### config.mk
export PLATFORM = sky130hd
export DESIGN_NAME = split_tlb
export DESIGN_NICKNAME = d
export VERILOG_FILES = /design/src/rtl/tlb_pkg.sv /design/src/rtl/tlb_tag_array.sv /design/src/rtl/tlb_data_array.sv /design/src/rtl/split_tlb.sv
export SDC_FILE = /design/constraint.sdc
export NUM_CORES = 1
export LEC_CHECK = 0
export BUFFER_PORTS_ARGS = -buffer_cell sky130_fd_sc_hd__buf_2
export CAP_MARGIN = 10
export CORE_MARGIN = 2
export CORE_UTILIZATION = 55
export CTS_CLUSTER_DIAMETER = 40
export DETAILED_ROUTE_END_ITERATION = 10
export PLACE_DENSITY = 0.86
export RECOVER_POWER = 100
export SLEW_MARGIN = 20
export SYNTH_ARGS = -nofsm -noshare
export SYNTH_HDL_FRONTEND = slang
export SYNTH_HIERARCHICAL = 1
export SYNTH_SLANG_ARGS = --single-unit
### constraint.sdc
create_clock -name clk -period 1.7 [get_ports clk]
set_input_delay 0.085 -clock clk [delete_from_list [all_inputs] [get_ports clk]]
set_output_delay 0.085 -clock clk [all_outputs]
set_load 0.005 [all_outputs]
### src/rtl/tlb_pkg.sv
package tlb_pkg;
  typedef enum logic [1:0] {
    ACC_FETCH = 2'd0,
    ACC_LOAD  = 2'd1,
    ACC_STORE = 2'd2,
    ACC_NONE  = 2'd3
  } acc_kind_e;

  localparam int unsigned NUM_KINDS = 3;
endpackage

### src/rtl/tlb_tag_array.sv
module tlb_tag_array #(
  parameter int unsigned ENTRIES = 4,
  parameter int unsigned TAG_W   = 9,
  localparam int unsigned IDX_W  = $clog2(ENTRIES)
) (
  input  logic             clk,
  input  logic             rst_n,
  input  logic             flush_i,
  input  logic             wr_en_i,
  input  logic [IDX_W-1:0] wr_idx_i,
  input  logic [TAG_W-1:0] wr_tag_i,
  input  logic [IDX_W-1:0] rd_idx_i,
  output logic [TAG_W-1:0] rd_tag_o
);
  logic [TAG_W-1:0] tag_q [ENTRIES];
  logic [TAG_W-1:0] tag_d [ENTRIES];
  logic             tag_en;

  assign tag_en = flush_i | wr_en_i;

  always_comb begin
    tag_d = tag_q;
    if (flush_i) begin
      for (int i = 0; i < ENTRIES; i++) tag_d[i] = '1;
    end else if (wr_en_i) begin
      tag_d[wr_idx_i] = wr_tag_i;
    end
  end

  always_ff @(posedge clk or negedge rst_n) begin
    if (!rst_n) begin
      for (int i = 0; i < ENTRIES; i++) tag_q[i] <= '1;
    end else if (tag_en) begin
      for (int i = 0; i < ENTRIES; i++) tag_q[i] <= tag_d[i];
    end
  end

  assign rd_tag_o = tag_q[rd_idx_i];
endmodule

### src/rtl/tlb_data_array.sv
module tlb_data_array #(
  parameter int unsigned ENTRIES = 4,
  parameter int unsigned PPN_W   = 8,
  localparam int unsigned IDX_W  = $clog2(ENTRIES)
) (
  input  logic             clk,
  input  logic             rst_n,
  input  logic             wr_en_i,
  input  logic [IDX_W-1:0] wr_idx_i,
  input  logic [PPN_W-1:0] wr_ppn_i,
  input  logic [IDX_W-1:0] rd_idx_i,
  output logic [PPN_W-1:0] rd_ppn_o
);
  logic [PPN_W-1:0] ppn_q [ENTRIES];
  logic [PPN_W-1:0] ppn_d [ENTRIES];

  always_comb begin
    ppn_d = ppn_q;
    if (wr_en_i) ppn_d[wr_idx_i] = wr_ppn_i;
  end

  always_ff @(posedge clk or negedge rst_n) begin
    if (!rst_n) begin
      for (int i = 0; i < ENTRIES; i++) ppn_q[i] <= '0;
    end else if (wr_en_i) begin
      for (int i = 0; i < ENTRIES; i++) ppn_q[i] <= ppn_d[i];
    end
  end

  assign rd_ppn_o = ppn_q[rd_idx_i];
endmodule

### src/rtl/split_tlb.sv
module split_tlb #(
  parameter int unsigned ENTRIES = 4,
  parameter int unsigned VPN_W   = 8,
  parameter int unsigned PPN_W   = 8
) (
  input  logic             clk,
  input  logic             rst_n,
  input  logic             flush_i,
  input  logic [VPN_W-1:0] lk_vpn_i,
  input  logic [1:0]       lk_kind_i,
  output logic             lk_hit_o,
  output logic [PPN_W-1:0] lk_ppn_o,
  input  logic             fill_en_i,
  input  logic [VPN_W-1:0] fill_vpn_i,
  input  logic [PPN_W-1:0] fill_ppn_i,
  input  logic             fill_rd_i,
  input  logic             fill_wr_i,
  input  logic             fill_ex_i,
  output logic             icache_inval_o
);
  import tlb_pkg::*;

  localparam int unsigned IDX_W = $clog2(ENTRIES);
  localparam int unsigned TAG_W = VPN_W + 1;

  logic [IDX_W-1:0]     lk_idx;
  logic [IDX_W-1:0]     fill_idx;
  logic [NUM_KINDS-1:0] kind_perm;
  logic [TAG_W-1:0]     kind_tag [NUM_KINDS];
  logic [TAG_W-1:0]     lk_tag;
  logic [TAG_W-1:0]     sel_tag;
  logic [PPN_W-1:0]     slot_ppn;
  logic                 fill_go;
  logic                 inval_d, inval_q;
  acc_kind_e            lk_kind;

  assign lk_idx   = lk_vpn_i[IDX_W-1:0];
  assign fill_idx = fill_vpn_i[IDX_W-1:0];
  assign fill_go  = fill_en_i & ~flush_i;
  assign lk_tag   = {1'b0, lk_vpn_i};
  assign lk_kind  = acc_kind_e'(lk_kind_i);

  // Right that each tag array follows, indexed by kind encoding
  assign kind_perm[ACC_FETCH] = fill_ex_i;
  assign kind_perm[ACC_LOAD]  = fill_rd_i;
  assign kind_perm[ACC_STORE] = fill_wr_i;

  for (genvar k = 0; k < NUM_KINDS; k++) begin : g_kind
    logic [TAG_W-1:0] wr_tag;
    assign wr_tag = kind_perm[k] ? {1'b0, fill_vpn_i} : {TAG_W{1'b1}};

    tlb_tag_array #(.ENTRIES(ENTRIES), .TAG_W(TAG_W)) u_tags (
      .clk      (clk),
      .rst_n    (rst_n),
      .flush_i  (flush_i),
      .wr_en_i  (fill_go),
      .wr_idx_i (fill_idx),
      .wr_tag_i (wr_tag),
      .rd_idx_i (lk_idx),
      .rd_tag_o (kind_tag[k])
    );
  end

  tlb_data_array #(.ENTRIES(ENTRIES), .PPN_W(PPN_W)) u_data (
    .clk      (clk),
    .rst_n    (rst_n),
    .wr_en_i  (fill_go),
    .wr_idx_i (fill_idx),
    .wr_ppn_i (fill_ppn_i),
    .rd_idx_i (lk_idx),
    .rd_ppn_o (slot_ppn)
  );

  always_comb begin
    case (lk_kind)
      ACC_FETCH: sel_tag = kind_tag[ACC_FETCH];
      ACC_LOAD:  sel_tag = kind_tag[ACC_LOAD];
      ACC_STORE: sel_tag = kind_tag[ACC_STORE];
      default:   sel_tag = {TAG_W{1'b1}};
    endcase
  end

  assign lk_hit_o = (sel_tag == lk_tag);
  assign lk_ppn_o = lk_hit_o ? slot_ppn : '0;

  assign inval_d = flush_i;

  always_ff @(posedge clk or negedge rst_n) begin
    if (!rst_n) inval_q <= 1'b0;
    else        inval_q <= inval_d;
  end

  assign icache_inval_o = inval_q;
endmodule

==> impl_metrics.json, run 1 <==
{
  "die_x_um": 120,
  "netlist-cell-type-count": 32,
  "clkSinkCount": 141,
  "synthMuxAreaShare_pct": 32.4,
  "place_ws_ns": -0.671,
  "worst_pin_slew_ns": 1.44,
  "synthTopCellsByArea": "dfstp_2 38%, mux2i_1 16%, dfrtp_1 11%",
  "synth-simple-area-share_pct": 12.7,
  "drv_cap": 0,
  "synth-xor-area-share_pct": 0.966,
  "cpPeakStageDelay_ns": 0.51,
  "violations": "setup timing",
  "min_path_type": "input port to register",
  "drive_above_1_share_pct": 46.2,
  "hold_path.startpoint": "fill_vpn_i[2]",
  "drc_errors": 0,
  "dr.pass1.iters": 5,
  "path_delay_family": "multiplexers",
  "synthAdderAreaFrac_pct": 0,
  "num-nets-final": 700,
  "drtIter0Drc": 410,
  "cp_max_fo": 8,
  "crit_type": "register to primary output",
  "clk_path_buf_depth": 2,
  "grt_max_degree": 137,
  "multi_input_area_um2": 3600,
  "crit_required_ns": 1.62,
  "regArea_um2": 3660,
  "viasPerCell": 5.86,
  "cts_tree": "yes",
  "hold_viol_final": 0,
  "start_util_pct": 56.0,
  "root_buffer": "clkbuf_16",
  "rows": 42,
  "combPwrFrac_pct": 11.4,
  "power_frac_seq_pct": 43.9,
  "die_h_um": 120,
  "p_leak_nw": 4.15,
  "finalMaxSlewViolations": 0,
  "hold_slack_ns": 0.132,
  "fp.dieArea_um2": 14400,
  "worstSetupEndpointType": "primary output",
  "ys_ff_latch": 141,
  "crit_chain": "mux4_2 -> mux2_4 -> o22ai_4 -> xor2_1 -> nand3_2 -> buf_6 -> nor3_4 -> buf_2",
  "setup_viol": 34,
  "max_freq_mhz": 381,
  "place_hpwl_um": 11900,
  "grtUsageTotal_pct": 26.7,
  "design_power_total_mw": 8.44,
  "gp_congestion": 0.814,
  "period_share_pct": 154,
  "synth-warning-count": 6,
  "overflow": 0,
  "yosysTopAreaCell": "dfstp_2",
  "critPathSlowestCell": "mux4_2",
  "holdPathStages": 4,
  "route.antenna.remaining_nets": 0,
  "sw_frac_of_total_pct": 24.2,
  "synth-seq-area-share_pct": 49.6,
  "numCtsBuffers": 17,
  "power.internal_mw": 6.40,
  "fin_skew_ns": 0,
  "grt_pass1_vias": 5455,
  "rsz0062_at_grt": "true",
  "vdd.ir_drop.worst_v": 0.000842,
  "reg2reg_to": "g_kind[1].u_tags/tag_q[2]",
  "num-fill-cells": 896,
  "synth_compound_area_share_pct": 1.25,
  "routed_wirelength_um": 18000,
  "power.density_nw_per_um2": 959,
  "reg2reg_from": "g_kind[1].u_tags/tag_q[2]",
  "synth_top_family_by_area": "multiplexers",
  "avgSynthCellArea_um2": 12.5,
  "timing.reg2reg.setup_slack_ns": 0.77,
  "fin_crit_ns": 2.63,
  "antenna_found_initial": 0,
  "pin_count": 43,
  "hold_end": "g_kind[0].u_tags/tag_q[29]",
  "clkLatencyLatePin_ns": 0.41,
  "core_region_area_um2": 13200,
  "clk_pin_slew_ns": 0.06,
  "crit_buf_inv": 2,
  "slew_headroom_pct": 4.28,
  "wire_per_inst_um": 21.0,
  "power.switching_mw": 2.04,
  "dp.cells": 813,
  "reg2reg_depth": 2,
  "stdcell_count": 856,
  "cts_htree_levels": 4,
  "start_kind": "register",
  "status": "finished with violations",
  "synth_top_area_share_pct": 38.4,
  "num_vias": 5019,
  "grt_pass1_wl_um": 29100,
  "pwr-share-clk_pct": 44.6,
  "synth_area_um2": 7380,
  "antennaDiodeCount": 0,
  "portBuffers": 42,
  "synth_nets": 625,
  "setup_ws_ns": -0.926,
  "worst-endpoint-arrival_ns": 2.54,
  "area_growth_pct": 19.2,
  "syn_inst": 592
}
tightest hold or removal path, cell delays in order:
cell	delay, ns
buf_2	0.12
nand2b_1	0.10
nor2_1	0.07
mux2i_1	0.13
metal layers:
layer | part of all wire, % | vias up | wire [µm] | GRT usage (%)
met4 | 2.8 | 0 | 506 | 10.7
met2 | 52 | 179 | 9310 | 44.2
met5 | 0 | - | 0 | 0
met1 | 40 | 2563 | 7250 | 34.5
met3 | 4.9 | 44 | 882 | 5.47
li1 | - | 2233 | - | -
cells in the mapped netlist:
cell type,count
clkbuf_1,3
mux2i_1,121
mux2_4,2
xnor2_1,4
mux2_2,32
dfrtp_1,33
o22ai_4,1
o2111ai_2,1
o22ai_2,1
o31ai_1,1
o22ai_1,1
nor2b_1,1
o21ai_0,2
nand3_1,11
nor2_1,143
dfstp_2,108
nand2_1,1
xor2_4,1
nor3b_4,1
nand3b_2,2
or3b_1,3
nand3_2,2
buf_2,26
mux4_2,35
xor2_1,1
a22oi_4,1
buf_6,5
inv_1,5
nand2b_1,25
buf_1,4
nor3_1,9
nand3b_1,6
worst max-delay path by stage:
stage | startpoint | endpoint | slack (ns) | cells past startpoint
floorplan | g_kind[0].u_tags/tag_q[5] | lk_hit_o | -0.15 | 6
global placement | lk_vpn_i[0] | lk_ppn_o[6] | -0.63 | 9
detailed placement | lk_vpn_i[0] | lk_ppn_o[4] | -0.67 | 9
CTS | g_kind[1].u_tags/tag_q[6] | lk_ppn_o[3] | -0.94 | 7
global route | g_kind[0].u_tags/tag_q[5] | lk_ppn_o[0] | -1.03 | 8
finish | g_kind[0].u_tags/tag_q[5] | lk_ppn_o[0] | -0.93 | 8
final cells by class:
class                           instances  share of cell area (%)
Timing Repair Buffer                   93                    7.76
Clock inverter                         12                    1.52
Clock buffer                           20                    5.45
Multi-Input combinational cell        409                    40.9
Sequential cell                       141                    41.6
Inverter                                5                   0.213
Tap cell                              176                    2.50
stage by stage:
stage	utilization, %	TNS [ns]	cell area, µm²
floorplan	-	-1.38	7450
global placement	61.1	-5.61	8060
detailed placement	61.1	-5.87	8060
CTS	66.9	-8.39	8830
global route	66.7	-12.98	8800
finish	66.7	-9.75	8800
power by group through the flow:
stage,Sequential (mW),Clock [mW],Combinational [mW]
finish,3.71,3.77,0.964
global route,3.73,3.98,1.03
CTS,3.71,3.81,0.967
detailed placement,3.75,0,0.925
global placement,3.73,0,0.881
floorplan,3.71,0,0.589
registers in the layout, summed over array words and instances, names as in the netlist:
| signal | flops |
|---|---|
| icache_inval_o | 1 |
| g_kind.u_tags/tag_q | 108 |
| u_data/ppn_q | 32 |
cells in the final DEF, fill, tap and decap left out, types with 4 or more instances in the layout:
| cell | instances |
|---|---|
| nand2b_1 | 25 |
| buf_6 | 4 |
| nand3_1 | 8 |
| clkbuf_16 | 19 |
| xnor2_1 | 4 |
| nor3_2 | 6 |
| buf_12 | 5 |
| mux2_2 | 32 |
| buf_4 | 28 |
| buf_2 | 42 |
| inv_1 | 5 |
| nor2_1 | 143 |
| nand3_2 | 5 |
| dfstp_2 | 108 |
| mux4_2 | 35 |
| mux2i_1 | 119 |
| dlygate4sd3_1 | 9 |
| dfrtp_1 | 33 |
| nand3b_1 | 7 |
timing repair:
item / 4_1_cts / 5_1_grt
gates resized for setup: 10 / 1
endpoints found under the setup margin: 9 / 9
cloned: 1 / 0
hold buffers: 9 / 0
setup buffers: 0 / 1
pin swaps: 14 / 3
hold endpoints to repair: 52 / 0
kinds of logic (layout without fill, tap and decap cells):
kind of cell | Yosys count | in the layout
buffers and inverters | 43 | 130
AND/OR/NAND/NOR | 204 | 204
AO/OA/AOI/OAI | 8 | 8
XOR/XNOR | 6 | 7
multiplexers | 190 | 190
flip-flops | 141 | 141
No activity file was read; power rests on OpenSTA's default activity.
==> run 2, diff against run 1 <==
ABC_CLOCK_PERIOD_IN_PS = 1700   (was default)
GPL_TIMING_DRIVEN = 0   (was default)
==> impl_metrics.json, run 2 (synthesized netlist as in run 1, its figures left out) <==
{
  "viasPerCell": 5.98,
  "stdcell_count": 860,
  "grt_pass1_vias": 5496,
  "area_growth_pct": 19.6,
  "grtUsageTotal_pct": 27.3,
  "regMostFlops": "g_kind.u_tags/tag_q",
  "grt_max_degree": 76,
  "die_h_um": 120,
  "power_frac_seq_pct": 41.8,
  "fin_crit_ns": 2.67,
  "hold_viol_final": 0,
  "grt_most_used_layer": "met2",
  "violations": "capacitance limit, slew limit, setup timing",
  "route.antenna.remaining_nets": 0,
  "sw_frac_of_total_pct": 22.6,
  "finalMaxSlewViolations": 67,
  "placed_area_um2": 7910,
  "clkLatencyLatePin_ns": 0.42,
  "regArea_um2": 3660,
  "p_leak_nw": 4.12,
  "crit_chain": "mux4_2 -> mux2i_2 -> mux2i_1 -> xnor2_2 -> buf_4 -> o2111ai_4 -> nor3_2 -> buf_2",
  "power.switching_mw": 2.01,
  "start_util_pct": 56.0,
  "cp_max_fo": 5,
  "layout_commonest_cell": "nor2_1",
  "portBuffers": 41,
  "power.density_nw_per_um2": 1010,
  "routed_wirelength_um": 18600,
  "clkSinkCount": 141,
  "largest_reg_flops": 108,
  "num-fill-cells": 905,
  "die_x_um": 120,
  "num_vias": 5144,
  "cts_htree_levels": 4,
  "use_met2_pct": 44.9,
  "critPathSlowestCell": "mux4_2",
  "path_delay_family": "multiplexers",
  "dr.pass1.iters": 5,
  "rsz0062_at_grt": "true",
  "clk_pin_slew_ns": 0.06,
  "worst_pin_slew_ns": 1.66,
  "fin_skew_ns": 0,
  "start_kind": "register",
  "grt_pass1_wl_um": 29500,
  "gp_congestion": 0.807,
  "antennaDiodeCount": 0,
  "antenna_found_initial": 0,
  "drc_errors": 0,
  "dp.cells": 810,
  "rows": 42,
  "pwr-share-clk_pct": 47.4,
  "period_share_pct": 157,
  "crit_type": "register to primary output",
  "core_region_area_um2": 13200,
  "overflow": 0,
  "final_area_um2": 8830,
  "combPwrFrac_pct": 10.8,
  "max_freq_mhz": 374,
  "mostFrequentLayoutCells": "143 x nor2_1, 118 x mux2i_1, 108 x dfstp_2",
  "num-nets-final": 704,
  "min_path_type": "input port to register",
  "setup_ws_ns": -0.975,
  "clk_path_buf_depth": 2,
  "crit_required_ns": 1.62,
  "worst-endpoint-arrival_ns": 2.59,
  "crit_buf_inv": 2,
  "cts_tree": "yes",
  "power.internal_mw": 6.87,
  "multi_input_area_um2": 3670,
  "root_buffer": "clkbuf_16",
  "drive_above_1_share_pct": 45.0,
  "drv_cap": 1,
  "drtIter0Drc": 553,
  "slew_headroom_pct": -10.9,
  "met1_usage_pct": 35.6,
  "wire_per_inst_um": 21.6,
  "worstSetupEndpointType": "primary output",
  "place_hpwl_um": 11800,
  "fp.dieArea_um2": 14400,
  "vdd.ir_drop.worst_v": 0.000782,
  "setup_viol": 50,
  "numCtsBuffers": 17,
  "use_met3_pct": 4.90,
  "status": "finished with violations",
  "cpPeakStageDelay_ns": 0.51,
  "pin_count": 43
}
-- run 2: per-stage QoR --
step	utilization [%]	worst slack (ns)	hold slack (ns)	setup TNS [ns]	total power, mW
floorplan	-	-0.153	-0.211	-1.38	4.30
global placement	59.7	-1.08	0.287	-115.34	4.55
detailed placement	60.0	-0.981	0.135	-11.15	4.63
CTS	66.9	-0.971	0.119	-8.50	8.91
global route	67.0	-1.05	0.150	-31.94	9.16
finish	67.0	-0.975	0.129	-9.41	8.88
-- run 2: tightest hold or removal path, cell delays in order --
cell and delay, ns:
buf_2 0.16, inv_1 0.06, nor2_1 0.06, mux2i_1 0.13
-- run 2: cell type report --
type	instances	area share, %
Multi-Input combinational cell	411	41.6
Inverter	5	0.212
Clock buffer	23	6.13
Buffer	38	2.14
Tap cell	176	2.49
Sequential cell	141	41.5
Timing Repair Buffer	57	4.32
Clock inverter	9	1.67
-- run 2: repair_timing --
item                       CTS  global route
pin swaps                    9             6
hold buffers                10             0
hold endpoints to repair    41             0
gates resized for setup     10             5
setup buffers                4             1
gates cloned                 2             1
setup endpoints to repair    9            12
-- run 2: power groups by stage --
stage          Clock (mW)  Combinational [mW]  Sequential [mW]
6_report             4.21               0.962             3.71
5_1_grt              4.41                1.03             3.73
4_1_cts              4.27               0.941             3.70
3_5_place_dp            0               0.885             3.75
3_3_place_gp            0               0.835             3.72
2_1_floorplan           0               0.589             3.71
-- run 2: routing by layer --
metal | wire (µm) | vias to the layer above | part of all wire, %
met3 | 1040 | 45 | 5.6
met5 | 0 | - | 0
met1 | 7370 | 2635 | 40
li1 | - | 2244 | -
met2 | 9530 | 220 | 51
met4 | 669 | 0 | 3.6
-- run 2: worst paths after layout --
kind                                             from                          to  slack (ns)  cells past startpoint
max reg2reg                g_kind[1].u_tags/tag_q[32]  g_kind[1].u_tags/tag_q[32]        0.83                      2
min                                         fill_rd_i   g_kind[1].u_tags/tag_q[8]        0.13                      4
max                         g_kind[1].u_tags/tag_q[3]                 lk_ppn_o[1]       -0.97                      8
max in group asynchronous                       rst_n  g_kind[1].u_tags/tag_q[24]       -0.04                      3
min reg2reg                           u_data/ppn_q[9]             u_data/ppn_q[9]        0.50                      1
min in group asynchronous                       rst_n             u_data/ppn_q[9]        0.69                      2
==> run 3, diff against run 2 <==
SKIP_LAST_GASP = 1   (was default)
==> impl_metrics.json, run 3 (synthesized netlist as in run 1, its figures left out) <==
{
  "drv_cap": 1,
  "drive_above_1_share_pct": 45.0,
  "hold_path.startpoint": "fill_rd_i",
  "numCtsBuffers": 17,
  "area_growth_pct": 19.6,
  "clk_pin_slew_ns": 0.06,
  "regMostFlops": "g_kind.u_tags/tag_q",
  "cp_max_fo": 5,
  "period_share_pct": 157,
  "drc_errors": 0,
  "final_core_util_pct": 67.0,
  "crit_required_ns": 1.62,
  "met1_usage_pct": 35.5,
  "antenna_found_initial": 0,
  "fp.dieArea_um2": 14400,
  "die_h_um": 120,
  "finalMaxSlewViolations": 67,
  "violations": "capacitance limit, slew limit, setup timing",
  "clkSinkCount": 141,
  "worst_pin_slew_ns": 1.65,
  "start_util_pct": 56.0,
  "routed_wirelength_um": 18700,
  "pin_count": 43,
  "status": "finished with violations",
  "fin_crit_ns": 2.68,
  "viasPerCell": 5.98,
  "clkLatencyLatePin_ns": 0.42,
  "worstSetupEndpointType": "primary output",
  "root_buffer": "clkbuf_16",
  "cts_htree_levels": 4,
  "power.density_nw_per_um2": 1010,
  "wire_per_inst_um": 21.7,
  "cts_tree": "yes",
  "hold_end": "g_kind[1].u_tags/tag_q[8]",
  "num-fill-cells": 903,
  "reg2reg_from": "g_kind[1].u_tags/tag_q[32]",
  "layout_commonest_cell": "nor2_1",
  "reg2reg_to": "g_kind[1].u_tags/tag_q[32]",
  "clk_path_buf_depth": 2,
  "fin_skew_ns": 0,
  "max_freq_mhz": 374,
  "final_area_um2": 8830,
  "crit_type": "register to primary output",
  "route.antenna.remaining_nets": 0,
  "use_met3_pct": 4.75,
  "p_leak_nw": 4.12,
  "min_path_type": "input port to register",
  "grt_pass1_vias": 5491,
  "setup_ws_ns": -0.977,
  "placed_area_um2": 7910,
  "overflow": 0,
  "slew_headroom_pct": -9.90,
  "core_region_area_um2": 13200,
  "start_kind": "register",
  "die_x_um": 120,
  "largest_reg_flops": 108,
  "timing.reg2reg.setup_slack_ns": 0.82,
  "setup_viol": 45,
  "dr.pass1.iters": 5,
  "grtUsageTotal_pct": 27.2,
  "grt_max_degree": 76,
  "num-nets-final": 704,
  "grt_pass1_wl_um": 29400,
  "rows": 42,
  "mostFrequentLayoutCells": "143 x nor2_1, 118 x mux2i_1, 108 x dfstp_2",
  "rsz0062_at_grt": "true",
  "place_hpwl_um": 11800,
  "antennaDiodeCount": 0,
  "hold_viol_final": 0,
  "portBuffers": 41,
  "cp-startpoint": "g_kind[1].u_tags/tag_q[3]",
  "worst-endpoint-arrival_ns": 2.59,
  "grt_most_used_layer": "met2",
  "vdd.ir_drop.worst_v": 0.000785,
  "num_vias": 5143,
  "reg2reg_depth": 2,
  "drtIter0Drc": 567,
  "holdPathStages": 4,
  "gp_congestion": 0.807,
  "use_met2_pct": 44.7
}
run 3: cell counts in the layout (fill, tap and decap cells not counted):
Identical to the previous run, type by type.
run 3: final cells by class:
class / instances / area, µm² / area share [%]
Tap cell: 176 / 220 / 2.49
Inverter: 5 / 18.8 / 0.212
Sequential cell: 141 / 3660 / 41.5
Clock buffer: 23 / 542 / 6.13
Timing Repair Buffer: 57 / 382 / 4.32
Clock inverter: 9 / 148 / 1.67
Buffer: 38 / 189 / 2.14
Multi-Input combinational cell: 411 / 3670 / 41.6
run 3: routing by layer:
metal	vias to the layer above	routed length (µm)	share of wire [%]
met3	45	1100	5.9
li1	2242	-	-
met1	2638	7380	40
met5	-	0	0
met2	218	9540	51
met4	0	647	3.5
run 3: what timing repair did:
action / 4_1_cts / 5_1_grt
endpoints found under the setup margin: 9 / 9
setup buffers: 4 / 1
cloned: 2 / 1
endpoints found under the hold margin: 41 / 0
pin swaps: 9 / 6
resized for setup: 9 / 5
hold buffers: 10 / 0
run 3: critical path, cell delays in order (launching register included):
cell,delay (ns)
dfstp_2,0.36
mux4_2,0.51
mux2i_2,0.22
mux2i_1,0.15
xnor2_2,0.17
buf_4,0.14
o2111ai_4,0.21
nor3_2,0.26
buf_2,0.14
run 3: worst max-delay path by stage:
stage / to / cells past startpoint
6_report: lk_ppn_o[1] / 8
5_1_grt: lk_ppn_o[1] / 8
4_1_cts: lk_ppn_o[1] / 8
3_5_place_dp: lk_ppn_o[1] / 9
3_3_place_gp: u_data/ppn_q[26] / 1
2_1_floorplan: lk_hit_o / 6
run 3: through the flow:
stage | total power, mW | setup TNS (ns) | worst slack, ns | instances | hold WS (ns)
after floorplan | 4.30 | -1.38 | -0.153 | 592 | -0.211
after global placement | 4.55 | -115.34 | -1.08 | 809 | 0.287
after detailed placement | 4.63 | -11.15 | -0.981 | 810 | 0.135
after CTS | 8.91 | -8.51 | -0.971 | 858 | 0.119
after global routing | 9.16 | -32.08 | -1.06 | 860 | 0.150
final | 8.88 | -9.23 | -0.977 | 860 | 0.132
run 3: power by group:
part	total (mW)	leakage (nW)	internal (mW)	switching [mW]
combinational	0.963	2.25	0.446	0.518
clock	4.21	0.340	2.83	1.38
sequential	3.71	1.53	3.60	0.108
total	8.88	4.12	6.87	2.01
